### config.mk
export PLATFORM = sky130hd
export DESIGN_NAME = mpuart_rx
export DESIGN_NICKNAME = d
export VERILOG_FILES = /design/src/rtl/mpuart_rx_pkg.sv /design/src/rtl/mpuart_rx_sync.sv /design/src/rtl/mpuart_rx_sampler.sv /design/src/rtl/mpuart_rx_ctrl.sv /design/src/rtl/mpuart_rx.sv
export SDC_FILE = /design/constraint.sdc
export NUM_CORES = 1
export LEC_CHECK = 0
export ABC_CLOCK_PERIOD_IN_PS = 2200
export BUFFER_PORTS_ARGS = -buffer_cell sky130_fd_sc_hd__buf_4
export CAP_MARGIN = 15
export CORE_UTILIZATION = 45
export CTS_CLUSTER_DIAMETER = 120
export DETAILED_ROUTE_END_ITERATION = 12
export PLACE_DENSITY_LB_ADDON = 0.15
export REMOVE_ABC_BUFFERS = 1
export SYNTH_ARGS = -nofsm -noshare
export SYNTH_HDL_FRONTEND = slang
export SYNTH_HIERARCHICAL = 1
export SYNTH_SLANG_ARGS = --single-unit
### constraint.sdc
create_clock -name clk -period 2.2 [get_ports clk]
set_input_delay 0.44 -clock clk [delete_from_list [all_inputs] [get_ports clk]]
set_output_delay 0.44 -clock clk [all_outputs]
set_load 0.01 [all_outputs]
### src/rtl/mpuart_rx_pkg.sv
package mpuart_rx_pkg;
  typedef enum logic [1:0] {
    ST_IDLE  = 2'd0,
    ST_START = 2'd1,
    ST_DATA  = 2'd2,
    ST_STOP  = 2'd3
  } rx_state_e;
endpackage

### src/rtl/mpuart_rx_sync.sv
module mpuart_rx_sync #(
  parameter int STAGES = 2
) (
  input  logic clk,
  input  logic rst_n,
  input  logic din,
  output logic dout
);
  logic [STAGES-1:0] chain_q;
  logic [STAGES-1:0] chain_d;

  generate
    if (STAGES == 1) begin : g_single
      always_comb chain_d = din;
    end else begin : g_multi
      always_comb chain_d = {chain_q[STAGES-2:0], din};
    end
  endgenerate

  always_ff @(posedge clk or negedge rst_n) begin
    if (!rst_n) chain_q <= '1;
    else        chain_q <= chain_d;
  end

  assign dout = chain_q[STAGES-1];
endmodule

### src/rtl/mpuart_rx_sampler.sv
module mpuart_rx_sampler #(
  parameter int OVS = 16
) (
  input  logic clk,
  input  logic rst_n,
  input  logic tick,
  input  logic active,
  input  logic align,
  input  logic rx,
  output logic strobe,
  output logic vote
);
  localparam int CW  = $clog2(OVS);
  localparam int MID = OVS / 2;
  localparam logic [CW-1:0] PH_A = CW'(MID - 1);
  localparam logic [CW-1:0] PH_B = CW'(MID);
  localparam logic [CW-1:0] PH_C = CW'(MID + 1);

  logic [CW-1:0] phase_q, phase_d;
  logic [1:0]    smp_q, smp_d;

  always_comb begin
    phase_d = phase_q;
    smp_d   = smp_q;
    if (tick) begin
      if (align)       phase_d = '0;
      else if (active) phase_d = phase_q + 1'b1;
      if (active && phase_q == PH_A) smp_d[0] = rx;
      if (active && phase_q == PH_B) smp_d[1] = rx;
    end
  end

  always_ff @(posedge clk or negedge rst_n) begin
    if (!rst_n) begin
      phase_q <= '0;
      smp_q   <= '1;
    end else begin
      phase_q <= phase_d;
      smp_q   <= smp_d;
    end
  end

  assign strobe = tick && active && (phase_q == PH_C);
  assign vote   = (smp_q[0] & smp_q[1]) | (smp_q[0] & rx) | (smp_q[1] & rx);
endmodule

### src/rtl/mpuart_rx_ctrl.sv
module mpuart_rx_ctrl
  import mpuart_rx_pkg::*;
#(
  parameter int DW = 8
) (
  input  logic          clk,
  input  logic          rst_n,
  input  logic          tick,
  input  logic          rx,
  input  logic          strobe,
  input  logic          vote,
  output logic          active,
  output logic          align,
  output logic          frame_done,
  output logic          stop_bit,
  output logic [DW-1:0] shift_data
);
  localparam int IW = (DW > 1) ? $clog2(DW) : 1;
  localparam logic [IW-1:0] LAST_IDX = IW'(DW - 1);

  rx_state_e     state_q, state_d;
  logic [IW-1:0] idx_q, idx_d;
  logic [DW-1:0] sh_q, sh_d;
  logic          prev_q, prev_d;

  always_comb begin
    prev_d = prev_q;
    if (tick) prev_d = rx;
  end

  assign align = tick && (state_q == ST_IDLE) && prev_q && !rx;

  always_comb begin
    state_d = state_q;
    idx_d   = idx_q;
    sh_d    = sh_q;
    case (state_q)
      ST_IDLE: begin
        if (align) state_d = ST_START;
      end
      ST_START: begin
        if (strobe) begin
          idx_d   = '0;
          state_d = vote ? ST_IDLE : ST_DATA;
        end
      end
      ST_DATA: begin
        if (strobe) begin
          sh_d  = {vote, sh_q[DW-1:1]};
          idx_d = idx_q + 1'b1;
          if (idx_q == LAST_IDX) state_d = ST_STOP;
        end
      end
      ST_STOP: begin
        if (strobe) state_d = ST_IDLE;
      end
      default: state_d = ST_IDLE;
    endcase
  end

  always_ff @(posedge clk or negedge rst_n) begin
    if (!rst_n) begin
      state_q <= ST_IDLE;
      idx_q   <= '0;
      sh_q    <= '0;
      prev_q  <= 1'b1;
    end else begin
      state_q <= state_d;
      idx_q   <= idx_d;
      sh_q    <= sh_d;
      prev_q  <= prev_d;
    end
  end

  assign active     = (state_q != ST_IDLE);
  assign frame_done = strobe && (state_q == ST_STOP);
  assign stop_bit   = vote;
  assign shift_data = sh_q;
endmodule

### src/rtl/mpuart_rx.sv
module mpuart_rx #(
  parameter int DATA_W      = 8,
  parameter int OVS         = 16,
  parameter int SYNC_STAGES = 2
) (
  input  logic              clk,
  input  logic              rst_n,
  input  logic              os_tick,
  input  logic              rx_line,
  input  logic              filter_en,
  input  logic              ready_clr,
  output logic [DATA_W-1:0] rx_byte,
  output logic              rx_stop,
  output logic              rx_ready
);
  logic              rx_s;
  logic              active;
  logic              align;
  logic              strobe;
  logic              vote;
  logic              frame_done;
  logic              stop_bit;
  logic [DATA_W-1:0] shift_data;

  mpuart_rx_sync #(.STAGES(SYNC_STAGES)) u_sync (
    .clk   (clk),
    .rst_n (rst_n),
    .din   (rx_line),
    .dout  (rx_s)
  );

  mpuart_rx_sampler #(.OVS(OVS)) u_sampler (
    .clk    (clk),
    .rst_n  (rst_n),
    .tick   (os_tick),
    .active (active),
    .align  (align),
    .rx     (rx_s),
    .strobe (strobe),
    .vote   (vote)
  );

  mpuart_rx_ctrl #(.DW(DATA_W)) u_ctrl (
    .clk        (clk),
    .rst_n      (rst_n),
    .tick       (os_tick),
    .rx         (rx_s),
    .strobe     (strobe),
    .vote       (vote),
    .active     (active),
    .align      (align),
    .frame_done (frame_done),
    .stop_bit   (stop_bit),
    .shift_data (shift_data)
  );

  logic              accept;
  logic [DATA_W-1:0] byte_q, byte_d;
  logic              stop_q, stop_d;
  logic              rdy_q, rdy_d;

  assign accept = frame_done && !rdy_q && (!filter_en || stop_bit);

  always_comb begin
    byte_d = byte_q;
    stop_d = stop_q;
    rdy_d  = rdy_q;
    if (ready_clr) rdy_d = 1'b0;
    if (accept) begin
      byte_d = shift_data;
      stop_d = stop_bit;
      rdy_d  = 1'b1;
    end
  end

  always_ff @(posedge clk or negedge rst_n) begin
    if (!rst_n) begin
      byte_q <= '0;
      stop_q <= 1'b0;
      rdy_q  <= 1'b0;
    end else begin
      byte_q <= byte_d;
      stop_q <= stop_d;
      rdy_q  <= rdy_d;
    end
  end

  assign rx_byte  = byte_q;
  assign rx_stop  = stop_q;
  assign rx_ready = rdy_q;
endmodule

Word-level counts from Yosys, hierarchy flattened
Cells that the tools add are included.
Widths: inputs -> output; s select.
Storage, ports and cells
  register bits: 32
  input bits: 6
  output and inout bits: 10
  logic and storage cells: 69
Cells by class
  add/subtract/negate cells: 2
  equal/unequal tests: 12
  multiplexer cells: 14
  bitwise operators: 5
  reductions and logical operators: 25
Operators with widths (count)
  $mux 2: 6
  $logic_and 1x1->1: 10
  $eq 4x4->1 const B: 2
  $mux 4: 2
  $ne 2x1->1 const B: 4
  $pmux 2 s4: 1
  $reduce_and 2->1: 4
  $reduce_bool 2->1: 4
  $mux 3: 2
  $pmux 3 s2: 1
  $reduce_and 5->1: 1
  $add 4x1->4 const B: 1
  $eq 2x2->1 const B: 2
  $eq 4x3->1 const B: 1
  $add 3x1->3 const B: 1
  $and 1x1->1: 3
  $eq 3x3->1 const B: 1
  $logic_not 1->1: 3
  $reduce_and 3->1: 1
  $eq 2x1->1 const B: 1
  $logic_not 2->1: 1
  $mux 1: 2
  $ne 2x2->1 const B: 1
  $or 1x1->1: 2
  $logic_or 1x1->1: 1

Logic depth before layout (Yosys ltp)
Gate-level depths: netlist (run 1).
  depth in word-level cells: 7
  mapped depth: 9
  mapped depth without buffers: 7

Modules after synthesis
The synthesis (run 1) kept the hierarchy.
By module, submodules not included
  mpuart_rx_ctrl: times used 1, cells each 52, area an instance 670.6 sq um, seq. area each 351.6 sq um
  mpuart_rx: times used 1, cells each 25, area an instance 396.6 sq um, seq. area each 250.2 sq um
  mpuart_rx_sampler: times used 1, cells each 33, area an instance 364.1 sq um, seq. area each 152.6 sq um
  mpuart_rx_sync: times used 1, cells each 2, area an instance 52.6 sq um, seq. area each 52.6 sq um

Worst setup path after synthesis (run 1)
Ideal clock, no wire load.
  path kind: flip-flop to flip-flop
  from: reg (tool-made name)
  to: reg byte_q[0] (netlist: rx_byte[0])
  library setup time: 0.125 ns
  arrival: 1.950 ns
  data required time: 2.075 ns
  slack: 0.125 ns
  cell stages (with the launch flop): 10
  path buffers: 2
  clock period less this slack: 2.075 ns
  cells stage by stage: dfrtp_1 -> buf_6 -> or2_4 -> and2_4 -> and4_1 -> buf_2 -> and3_2 -> nand2b_4 -> a21oi_4 -> mux2_2
RTL lines
  end signal, assigned: RTL line mpuart_rx.sv:82  | byte_q <= byte_d;
  end, declared: RTL line mpuart_rx.sv:58  | logic [DATA_W-1:0] byte_q, byte_d;

==> summary by stage, run 1 <==
Run status
The run finished with clean final reports.

Worst setup path
In this run the register-to-register setup slack is 0.21 ns. In this design, the stage delay of the slowest critical-path cell is ~0.38 ns. STA classifies the critical path endpoint as a flop. Data on the critical path is required at its endpoint by between 2 and 2.5 ns. The arrival time at the worst endpoint is 2.20 ns. For this design, the slowest cell found on the critical path is sky130_fd_sc_hd__mux2_2.

The critical path goes through or2_4 > and2_4 > and4_1 > and3_2 > nand2b_4 > a21oi_4 > mux2_2. In this run the worst path has a maximum fanout of 9. The worst register-to-register path ends at rx_byte[6]$_DFFE_PN0P_. For the worst flop-to-flop path, the logic depth is 7. The type of the worst setup path is flop to flop. STA classifies the critical path startpoint as a flop.

Clocking
In this run the number of H-tree levels came out at 2. For this design, the sink count on the clock tree is 32. The count of hold buffers inserted by post-cts repair is 0. The buffer levels on the longest clock path is 2. The library cell used as clock root buffer is sky130_fd_sc_hd__clkbuf_4. The number of gates resized after CTS is 0. In this run, CTS created clock tree buffers numbering 5. The CTS tree is done. The clock edge transition at the registers on the reported setup and hold paths is around 0.10 ns. The number of post-CTS setup repair buffers is 0.

The clock insertion delay at the later pin of the skew report is roughly 0.33 ns.

Logic synthesis
The share of the yosys chip area belonging to registers is a little over half. The parity-gate share of the synthesized area counting xor and xnor cells is 0%. Of the total synthesized cell area, the portion taken by AND, OR, NAND and NOR gates is a little under an eighth. The per-instance average area after synthesis is 13.25 um^2. By area, the combinational part of the netlist is dominated by multiplexers. Counting flops with a built-in enable in the synthesized netlist gives 0. Summing every instance area after synthesis gives 1484 um^2.

The proportion of synthesized area in mux cells is 15.60%. The arithmetic-cell share of the synthesized area counting full adders, half adders and majority gates is just under 5%. The count of unique library cells instantiated by Yosys is 35. The total of flip-flops plus latches after synthesis is 32.

Among all flip-flop cells after synthesis, the most frequent one is sky130_fd_sc_hd__dfrtp_1. Summing the areas of all compound-gate instances in the mapped netlist gives 9.696% of the synthesized area. The share of flip-flops with an asynchronous set or reset after synthesis is 100.0%. During synthesis, Yosys emitted a total of 6 warnings.

The number of standard cells after synthesis is roughly 110.

Route
The DRC violation count after routing is 0. In the final routed layout, each cell accounts on average for 12.93 um. In the routed layout, each cell is associated on average with a via count of approximately 5.1.

The number of iterations in the first detailed-routing pass is 4. For this block, the via count after detailed routing is between 900 and 1,000. The detailed router finished its first iteration with 27 violations.

The number of routed nets with antenna violations is 0. The final wirelength is roughly 2.3 mm.

Global routing
The number of global-route vias before repair is approximately 870. The initial antenna violation count is 0. The total routing usage reported by global routing is 15.55%. The wire length of the first global-routing pass is 3.939 mm. The largest net degree at the start of global routing is 33. For this run the aggregate overflow at the end of global routing stands at 0.

STA
The worst path in the final design needs a cycle of 1.986 ns, including I/O delays and setup. Setup repair after global routing left no endpoint under its margin. The ratio of final minimum period to clock period is approximately 90%. Setup total negative slack on the finished layout was measured at 0 ns.

Hold is met by ~0.026 ns. The maximum frequency from static timing analysis is a little over 500 MHz. The final setup skew is approximately 0.01 ns.

The worst pin sits at a relative slew slack of approximately 74%. The total count of hold-check failures in the final report is 0. Setup violations remaining at the end of the flow were counted as 0. The total count of max-transition violations in the final report is 0. For the pin with the worst max-slew slack, the measured transition is 0.3911 ns.

Cells and area
Leaving out filler cells and counting taps, the final layout contains about 180. The antenna diode count is 0. In the final design database the tool counted between 100 and 150 nets. The layout-stage area growth over the synthesis result is 15.09%. Cells with a size suffix above 1 make up between 40 and 50% of the layout.

Power
Total power for the finished layout comes to roughly 1.5 mW. The total leakage power is between 0.8 and 0.9 nW. The worst-case IR drop observed on VDD is a little under 0.5 mV.

The power density over the cells is around 870 nW/um^2.

Floorplan
The width of the die is 59.43 um. The die height is around 59 um. The initialized floorplan defines 20 standard-cell rows. The core region is 3103 um^2.

For this configuration, the core starts out at a cell density of roughly 48%. The number of primary I/O pins is 16. The area of the die is between 3000 and 4000 um^2.

Placement
The total of buffers placed on input and output ports is 15. The congestion estimate from routability-driven global placement came to about 0.7. Including well taps, the total number of placed cells is 170.

Detailed placement finished with a half-perimeter wire length of 1.624 mm.

Worst hold path
The worst min-delay path class is input pin to async pin.

Run
The number of max-capacitance violations reported is 0.
-- worst max path at each step --
stage / slack, ns / end / cells past startpoint
floorplan: 0.03 / rx_byte[0]$_DFFE_PN0P_ / 7
global placement: 0.20 / rx_byte[6]$_DFFE_PN0P_ / 7
detailed placement: 0.17 / rx_byte[6]$_DFFE_PN0P_ / 7
CTS: 0.22 / rx_byte[6]$_DFFE_PN0P_ / 7
global route: 0.11 / rx_byte[6]$_DFFE_PN0P_ / 7
finish: 0.21 / rx_byte[6]$_DFFE_PN0P_ / 7
-- sequential cells by signal (all words and copies together), names as in the netlist, named ones only --
signal / flops
rx_byte: 8
rx_ready: 1
rx_stop: 1
u_ctrl/idx_q: 3
u_ctrl/prev_q: 1
u_ctrl/shift_data: 8
u_ctrl/state_q: 1
u_sampler/phase_q: 4
u_sampler/smp_q: 2
u_sync/chain_q: 2
-- cell type report --
class                           instances  area, um^2
Clock buffer                            7       55.05
Clock inverter                          1       7.507
Fill cell                             298        1395
Inverter                                6       22.52
Multi-Input combinational cell         70       625.6
Sequential cell                        32       807.0
Tap cell                               44       55.05
Timing Repair Buffer                   18       135.1
-- placed cells by master, fill, tap and decap left out, types with 2 or more instances in the layout --
cell type                   n
sky130_fd_sc_hd__dfrtp_1   27
sky130_fd_sc_hd__buf_4     18
sky130_fd_sc_hd__mux2_2    16
sky130_fd_sc_hd__nand2_1    9
sky130_fd_sc_hd__inv_1      6
sky130_fd_sc_hd__o21ai_0    6
sky130_fd_sc_hd__clkbuf_4   5
sky130_fd_sc_hd__ha_1       5
sky130_fd_sc_hd__dfstp_2    5
sky130_fd_sc_hd__a22o_2     3
sky130_fd_sc_hd__o22ai_1    3
sky130_fd_sc_hd__a21o_2     2
sky130_fd_sc_hd__and3_2     2
sky130_fd_sc_hd__and4_1     2
sky130_fd_sc_hd__nand4_1    2
sky130_fd_sc_hd__mux2_4     2
-- through the flow --
stage | util, % | setup WS (ns) | area [um^2]
after CTS | 55.04 | 0.2191 | 1708
after global routing | 55.04 | 0.1130 | 1708
after global placement | 53.02 | 0.2030 | 1645
final | 55.04 | 0.2143 | 1708
after detailed placement | 53.02 | 0.1701 | 1645
after floorplan | - | 0.03203 | 1455
-- synth_stat cells, types with 2 or more instances --
cell | count | share of area, %
sky130_fd_sc_hd__a21o_2 | 2 | 1.2
sky130_fd_sc_hd__a22o_2 | 3 | 2.0
sky130_fd_sc_hd__and3_2 | 2 | 1.0
sky130_fd_sc_hd__and4_1 | 2 | 1.2
sky130_fd_sc_hd__buf_2 | 2 | 0.67
sky130_fd_sc_hd__dfrtp_1 | 27 | 46
sky130_fd_sc_hd__dfstp_2 | 5 | 8.9
sky130_fd_sc_hd__ha_1 | 5 | 4.2
sky130_fd_sc_hd__inv_1 | 6 | 1.5
sky130_fd_sc_hd__mux2_2 | 16 | 12
sky130_fd_sc_hd__mux2_4 | 2 | 2.0
sky130_fd_sc_hd__nand2_1 | 9 | 2.3
sky130_fd_sc_hd__nand4_1 | 2 | 0.84
sky130_fd_sc_hd__o21ai_0 | 6 | 2.0
sky130_fd_sc_hd__o22ai_1 | 3 | 1.3
-- critical path: cells and delay by family (launching register included) --
| kind | cells | cell delay, ns |
|---|---|---|
| AND/OR/NAND/NOR | 5 | 0.85 |
| multiplexers | 1 | 0.38 |
| flip-flops | 1 | 0.36 |
| AO/OA/AOI/OAI | 1 | 0.29 |
-- power by group --
group	switching, mW	total [mW]	internal (mW)
logic	0.198	0.390	0.192
registers	0.0711	0.754	0.683
clock network	0.191	0.347	0.156
-- layer usage --
layer / routed length, um / up-vias / track usage (%)
met1: 1161 / 443 / 21.13
met5: 0 / - / 0
met2: 995 / 17 / 21.67
met4: 38 / 0 / 7.143
met3: 106 / 5 / 6.114
li1: - / 445 / -
-- logic make-up (layout without fill, tap and decap cells) --
group                    Yosys count  after routing
adder cells (fa/ha/maj)            6              6
AND/OR/NAND/NOR                   25             25
buffers and inverters             10             32
AO/OA/AOI/OAI                     19             19
multiplexers                      20             20
flip-flops                        32             32
(Power assumes the default switching activity.)
==> run 2, diff against run 1 <==
--- a/config.mk
+++ b/config.mk
@@ -8,9 +8,10 @@
 export ABC_CLOCK_PERIOD_IN_PS = 2200
 export BUFFER_PORTS_ARGS = -buffer_cell sky130_fd_sc_hd__buf_4
 export CAP_MARGIN = 15
-export CORE_UTILIZATION = 45
+export CORE_UTILIZATION = 51
 export CTS_CLUSTER_DIAMETER = 120
 export DETAILED_ROUTE_END_ITERATION = 12
+export GPL_TIMING_DRIVEN = 0
 export PLACE_DENSITY_LB_ADDON = 0.15
 export REMOVE_ABC_BUFFERS = 1
 export SYNTH_ARGS = -nofsm -noshare
==> summary by stage, run 2 (synthesis gave the netlist of run 1 again) <==
STA
The final number of setup-violating endpoints is 0. Setup repair after global routing left no endpoint under its margin. For the pin with the worst max-slew slack, the measured transition is a little under 0.4 ns. Subtracting the final worst setup slack from the clock period gives 2.071 ns. The headroom to the max-slew limit is 73.59%. The total count of hold-check failures in the final report is 0. The total count of max-transition violations in the final report is 0. The worst path setup slack after routing is ~0.13 ns. The final setup skew is 0.006338 ns. The maximum frequency from static timing analysis is 482.8 MHz. Of the available clock period, the critical path in the final layout requires a little over nine tenths.

Route
The number of routed nets with antenna violations is 0. For this run, design rule violations remaining after detail routing come to 0. The detailed router placed between 900 and 1,000 vias in this run. In the routed layout, each cell is associated on average with a via count of around 5.5. The detail-routed net length per standard cell is around 14 um.

For this run, the detailed router's first-pass iteration total came to 4. In this run, the number of DRC markers left after iteration 0 of detailed routing was 25. The routed design has roughly 2.4 mm of wire.

Floorplan
The core footprint is ~2800 um^2. Measured along the y axis, the die boundary spans 55.94 um. The floorplan has 19 rows.

Measured along the x axis, the die boundary spans around 56 um. 16 I/O pins were placed. Once the floorplan was initialized, standard cells occupied between 50% and 60% of the core. The die covers 3129 um^2.

Placement
At the end of routability-driven placement, the weighted congestion stood at around 0.68. The worst setup slack before clock tree synthesis is -0.2541 ns. The count of buffers added on input and output ports is 15. Once detailed placement completed, the half-perimeter wirelength came to approximately 1.6 mm.

Worst setup path
The setup path with the least slack is of type flop to flop. The arrival time at the worst endpoint is 2.29 ns. Broken down by cell family, the worst path's largest delay share belongs to simple AND/OR/NAND/NOR gates. For this run, the slowest stage of the critical path takes around 0.4 ns. The required time reported for the critical path endpoint is around 2.4 ns. Of all nets on the critical path, the largest fanout is 9. STA classifies the critical path startpoint as a flop. STA classifies the critical path endpoint as a flop.

For this design, the slowest cell found on the critical path is sky130_fd_sc_hd__dfrtp_2. The number of buffers and inverters on the critical path is 1. The critical path goes through or2_4 > and2_4 > and4_4 > and3_2 > nand2b_4 > a21oi_4 > buf_12 > mux2_2.

Run status
The flow ran to the end, and the final reports show no timing, DRC or antenna violations.

Cells and area
The antenna diode count is 0. Leaving out fill and tap cells, the most frequent cell in the layout is sky130_fd_sc_hd__dfrtp_1. The utilization after layout is 62.75%.

The net count of the finished layout is about 150. The multi-input combinational cells in the finished layout cover a total of approximately 630 um^2. Counting the fill cells in the layout gives between 200 and 250. Relative to the synthesized area, the layout overhead comes to 16.61%. Cells with a size suffix above 1 make up roughly half of the layout. The sequential cell area is 809.5 um^2. The top cell types in the final layout, fill and taps aside, are sky130_fd_sc_hd__dfrtp_1, sky130_fd_sc_hd__buf_4, sky130_fd_sc_hd__mux2_2, sky130_fd_sc_hd__nand2_1.

Power
Internal power comes to roughly 1.1 mW. The peak ir drop on the vdd network is 0.6631 mV. The total net switching power is 465.6 uW. Net switching is between 20 and 30% of the power. The power share of the clock group is between 20% and 30%. The sequential cell fraction of total power is between 40% and 50%.

The total leakage power is around 0.89 nW. The power density over the cells is 918.9 nW/um^2. The portion of total power attributed to combinational logic is 24.9%.

Clocking
The CTS tree is done. After clock tree synthesis, the clock-pin slew on the worst setup and hold paths is approximately 0.1 ns. The tree built by TritonCTS fans out to 32 sinks. The count of hold buffers inserted by post-cts repair is 0. The library cell used as clock root buffer is sky130_fd_sc_hd__clkbuf_4.

The H-tree level count is 2. The clock insertion delay at the later pin of the skew report is 0.32 ns. In this run, CTS created clock tree buffers numbering 5.

No sink is reached through more buffers than the 2 on the longest clock path.

Global routing
The initial antenna violation count is 0. Entering global routing, the biggest net connects 33 pins. The number of global-route vias before repair is 948. For this run, the total global-route usage over all layers was measured as roughly 18%.

Global routing finished with a remaining overflow of 0. The first global-routing pass estimated 4.284 mm of wire.

Worst hold path
In this run the worst hold path is classified as input pin to async pin.

Run
The number of max-capacitance violations reported is 0.
==> run 2: changes by cell type in the layout (fill, tap and decap cells not counted) <==
cell,delta
sky130_fd_sc_hd__and4_4,+1
sky130_fd_sc_hd__clkbuf_8,-1
sky130_fd_sc_hd__bufinv_16,+1
sky130_fd_sc_hd__dfrtp_1,-2
sky130_fd_sc_hd__and4_1,-1
sky130_fd_sc_hd__dfrtp_2,+2
sky130_fd_sc_hd__buf_12,+1
sky130_fd_sc_hd__clkinvlp_4,-1
sky130_fd_sc_hd__clkinv_2,+1
==> run 2: path summary, 6_finish.rpt <==
| check | end | startpoint | depth (start not counted) | slack (ns) |
|---|---|---|---|---|
| hold reg to reg | u_sync/chain_q[1]$_DFF_PN1_ | u_sync/chain_q[0]$_DFF_PN1_ | 0 | 0.36 |
| min in group clk | u_sync/chain_q[0]$_DFF_PN1_ | rx_line | 1 | 0.22 |
| max in group asynchronous | u_sync/chain_q[0]$_DFF_PN1_ | rst_n | 1 | 1.84 |
| setup reg to reg | rx_byte[0]$_DFFE_PN0P_ | u_ctrl/state_q[0]$_DFFE_PN0P_ | 8 | 0.13 |
| setup / recovery | rx_byte[0]$_DFFE_PN0P_ | u_ctrl/state_q[0]$_DFFE_PN0P_ | 8 | 0.13 |
| hold / removal | async pin | rst_n | 1 | 0.03 |
==> run 2: routing by layer <==
metal	wire [um]	up-vias	GRT usage, %
met2	1090	16	28.06
li1	-	448	-
met5	0	-	0
met4	48	0	8.362
met3	79	7	4.884
met1	1141	438	24.41
==> run 2: repair_timing <==
action	CTS	global route
endpoints found under the setup margin	8	8
setup buffers	2	2
resized for setup	4	0
==> run 2: power groups by stage <==
| stage | Combinational, mW | Sequential, mW | Clock (mW) |
|---|---|---|---|
| after floorplan | 0.260 | 0.771 | 0 |
| after global placement | 0.315 | 0.791 | 0 |
| after detailed placement | 0.332 | 0.797 | 0 |
| after CTS | 0.367 | 0.776 | 0.444 |
| after global routing | 0.449 | 0.781 | 0.469 |
| final | 0.396 | 0.766 | 0.427 |
==> run 2: through the flow <==
stage	TNS, ns	power [mW]	cell area, um^2	hold slack (ns)	std cells
global placement	-1.807	1.105	1607	0.3482	154
finish	0	1.590	1730	0.03223	166
floorplan	0	1.031	1455	0.1444	108
CTS	0	1.587	1715	0.03386	164
detailed placement	-1.997	1.129	1607	0.3510	154
global route	0	1.699	1730	0.03351	166
==> run 2: cell type report <==
type	instances	area share, %
Tap cell	31	2.242
Inverter	6	1.302
Timing Repair Buffer	19	8.966
Multi-Input combinational cell	70	36.30
Sequential cell	32	46.78
Clock buffer	6	2.386
Clock inverter	2	2.025
==> run 3, diff against run 2 <==
--- a/config.mk
+++ b/config.mk
@@ -5,9 +5,9 @@
 export SDC_FILE = /design/constraint.sdc
 export NUM_CORES = 1
 export LEC_CHECK = 0
-export ABC_CLOCK_PERIOD_IN_PS = 2200
 export BUFFER_PORTS_ARGS = -buffer_cell sky130_fd_sc_hd__buf_4
-export CAP_MARGIN = 15
+export CAP_MARGIN = 5
+export CORE_ASPECT_RATIO = 0.5
 export CORE_UTILIZATION = 51
 export CTS_CLUSTER_DIAMETER = 120
 export DETAILED_ROUTE_END_ITERATION = 12
==> summary by stage, run 3 (synthesis gave the netlist of run 1 again) <==
Clocking
Counting every sink on the clock net gives 32. Hold repair after CTS inserted 0 buffers. TritonCTS built the clock tree. The H-tree level count is 2. The clock insertion delay at the later pin of the skew report is roughly 0.29 ns. In this run, CTS created clock tree buffers numbering 5. After clock tree synthesis, the clock-pin slew on the worst setup and hold paths is about 0.070 ns.

Clock tree synthesis selected as its root buffer the cell sky130_fd_sc_hd__clkbuf_8. Counting along the longest clock path gives a buffer depth of 2.

Cells and area
Of the cells placed in the final design, the portion with a size suffix greater than 1 is between 40% and 50%. In the layout the commonest cells are sky130_fd_sc_hd__dfrtp_1, sky130_fd_sc_hd__buf_4, sky130_fd_sc_hd__mux2_2, sky130_fd_sc_hd__nand2_1. The area growth from synthesis to layout is 19.73%. The most common cell after layout, fill and taps aside is sky130_fd_sc_hd__dfrtp_1.

The fill cell total of the finished layout is 228. The net count reported at finish is 146. 0 antenna diodes ended up in the layout.

STA
The ratio of final minimum period to clock period is between 90% and 100%. The total count of max-transition violations in the final report was 0. In the post-route analysis, the smallest setup slack over all paths is roughly 0.11 ns. The final number of setup-violating endpoints is 0.

The slew at the pin closest to its max-slew limit is between 0.4 and 0.5 ns. Setup repair after global routing left no endpoint under its margin. The worst pin sits at a relative slew slack of 72.94%. The hold slack is around 0.077 ns.

The final setup skew is ~0.0046 ns. For this run, the top clock speed supported by timing is between 400 and 500 MHz. The total count of hold-check failures in the final report was 0.

Subtracting the final worst setup slack from the clock period gives 2.091 ns.

Floorplan
After floorplanning, the core was divided into 13 placement rows. The area of the die is between 3000 and 4000 um^2. The die height is between 40 and 50 um. The floorplan step set the die width to 78.29 um. Once the floorplan was initialized, standard cells occupied 55.29% of the core. The core footprint is 2684 um^2.

The number of primary I/O pins is 16.

Worst setup path
The required time reported for the critical path endpoint is approximately 2.4 ns. The type of the worst setup path is flop to flop. The endpoint type of the worst setup path is a flop. The largest single stage delay on the critical path is 0.42 ns.

The logic depth of the worst register-to-register path is 7. The master of the slowest instance on the critical path is sky130_fd_sc_hd__dfrtp_2. The top fanout value on the critical path is 8. Data arrives at the worst endpoint at ~2.3 ns. The critical path goes through or2_4 > and2_4 > and4_4 > and3_2 > nand2b_4 > a21oi_4 > mux2_2. STA classifies the critical path startpoint as a flop.

Global routing
The total routing usage reported by global routing is 18.72%. The total overflow left after global routing is 0. The number of global-route vias before repair is around 800. Entering global routing, the biggest net connects 33 pins. The initial antenna violation count is 0. The first global-routing pass estimated roughly 4 mm of wire.

Route
The detailed-route vias per instance is ~5.3. The DRC violation count after routing is 0. The pre-antenna-repair detailed-routing pass consisted of 4 iterations. In this run the remaining antenna-violating nets after routing total 0. Dividing the detail-routed wire length by the instance count gives ~14 um. The number of violations reported at the end of detailed-routing iteration 0 is 46. The final route contains about 910 vias. For this block, the routed nets add up to 2.490 mm of wire.

Power
IR analysis of the VDD net gives a maximum drop of ~0.76 mV. Per report_power, the clock group accounts for 32.3% of the total. The power density over the cells is between 900 and 1000 nW/um^2.

Of the total power, the share spent switching nets is 29.11%. The portion of total power attributed to combinational logic is roughly 23%. The analysis attributes to net switching a power of 505.0 uW.

Registers are responsible for between 40% and 50% of the overall power. The internal power is 1.230 mW. Summed over all cells, the static leakage comes to 0.9030 nW.

Worst hold path
The worst min-delay path class is input pin to async pin.

Run
The number of max-capacitance violations reported is 0.

Placement
The wire-length estimate of the detail-placed layout is around 1.6 mm. The congestion estimate from routability-driven global placement came to 0.7717. Timing analysis after detailed placement gives a worst setup slack of -0.2640 ns.

The total of buffers placed on input and output ports is 15.

Run status
The flow ran to the end, and the final reports show no timing, DRC or antenna violations.
==> run 3: cell types whose count changed in the layout (fill, tap and decap cells not counted), sizes merged <==
cell	delta
clkbuf	-1
clkinvlp	+1
a21oi	+1
==> run 3: layout make-up <==
class	instances	area, um^2	share of cell area (%)
clock buffer	5	68.82	3.873
clock inverter	3	42.54	2.394
inverter	6	22.52	1.268
multi-input combinational	71	644.4	36.27
sequential	32	809.5	45.56
tap	37	46.29	2.606
timing repair buffer	19	142.6	8.028
==> run 3: per-layer routing <==
metal	vias to the layer above	GRT usage [%]	part of all wire, %
li1	446	-	-
met1	443	23.76	48
met2	25	29.17	46
met3	0	9.545	6.3
met4	0	4.167	0
met5	-	0	0
==> run 3: timing repair <==
item                                    4_1_cts  5_1_grt
resized for setup                             5        0
setup buffers                                 0        4
endpoints found under the setup margin        8        8
cloned                                        1        0
==> run 3: path summary, 6_finish.rpt <==
kind	end	startpoint	slack, ns
hold / removal	u_ctrl/idx_q[0]$_DFFE_PN0P_	rst_n	0.08
setup / recovery	rx_byte[4]$_DFFE_PN0P_	flop	0.11
hold reg to reg	u_sync/chain_q[1]$_DFF_PN1_	u_sync/chain_q[0]$_DFF_PN1_	0.36
max in group asynchronous	u_sampler/smp_q[0]$_DFFE_PN1P_	rst_n	1.79
min in group clk	u_sync/chain_q[0]$_DFF_PN1_	rx_line	0.26
setup reg to reg	rx_byte[4]$_DFFE_PN0P_	flop	0.11
==> run 3: power by group through the flow <==
| stage | sequential [mW] | clock (mW) | combinational, mW |
|---|---|---|---|
| 2_1_floorplan | 0.771 | 0 | 0.260 |
| 6_report | 0.776 | 0.561 | 0.398 |
| 3_5_place_dp | 0.796 | 0 | 0.322 |
| 5_1_grt | 0.792 | 0.610 | 0.447 |
| 4_1_cts | 0.791 | 0.575 | 0.338 |
| 3_3_place_gp | 0.794 | 0 | 0.317 |
==> run 3: worst max-delay path: cells and delay by family, from the launching register on <==
kind             cells  cell delay (ns)
multiplexers         1             0.36
AND/OR/NAND/NOR      5             0.98
flip-flops           1             0.42
AO/OA/AOI/OAI        1             0.21
==> run 3: per-stage QoR <==
| step | cells | TNS [ns] | utilization (%) | cell area [um^2] | power [mW] |
|---|---|---|---|---|---|
| after CTS | 169 | 0 | 65.08 | 1747 | 1.704 |
| after detailed placement | 160 | -2.054 | 60.14 | 1614 | 1.118 |
| final | 173 | 0 | 66.20 | 1777 | 1.735 |
| after floorplan | 108 | 0 | - | 1455 | 1.031 |
| after global placement | 160 | -2.110 | 60.14 | 1614 | 1.111 |
| after global routing | 173 | 0 | 66.20 | 1777 | 1.850 |
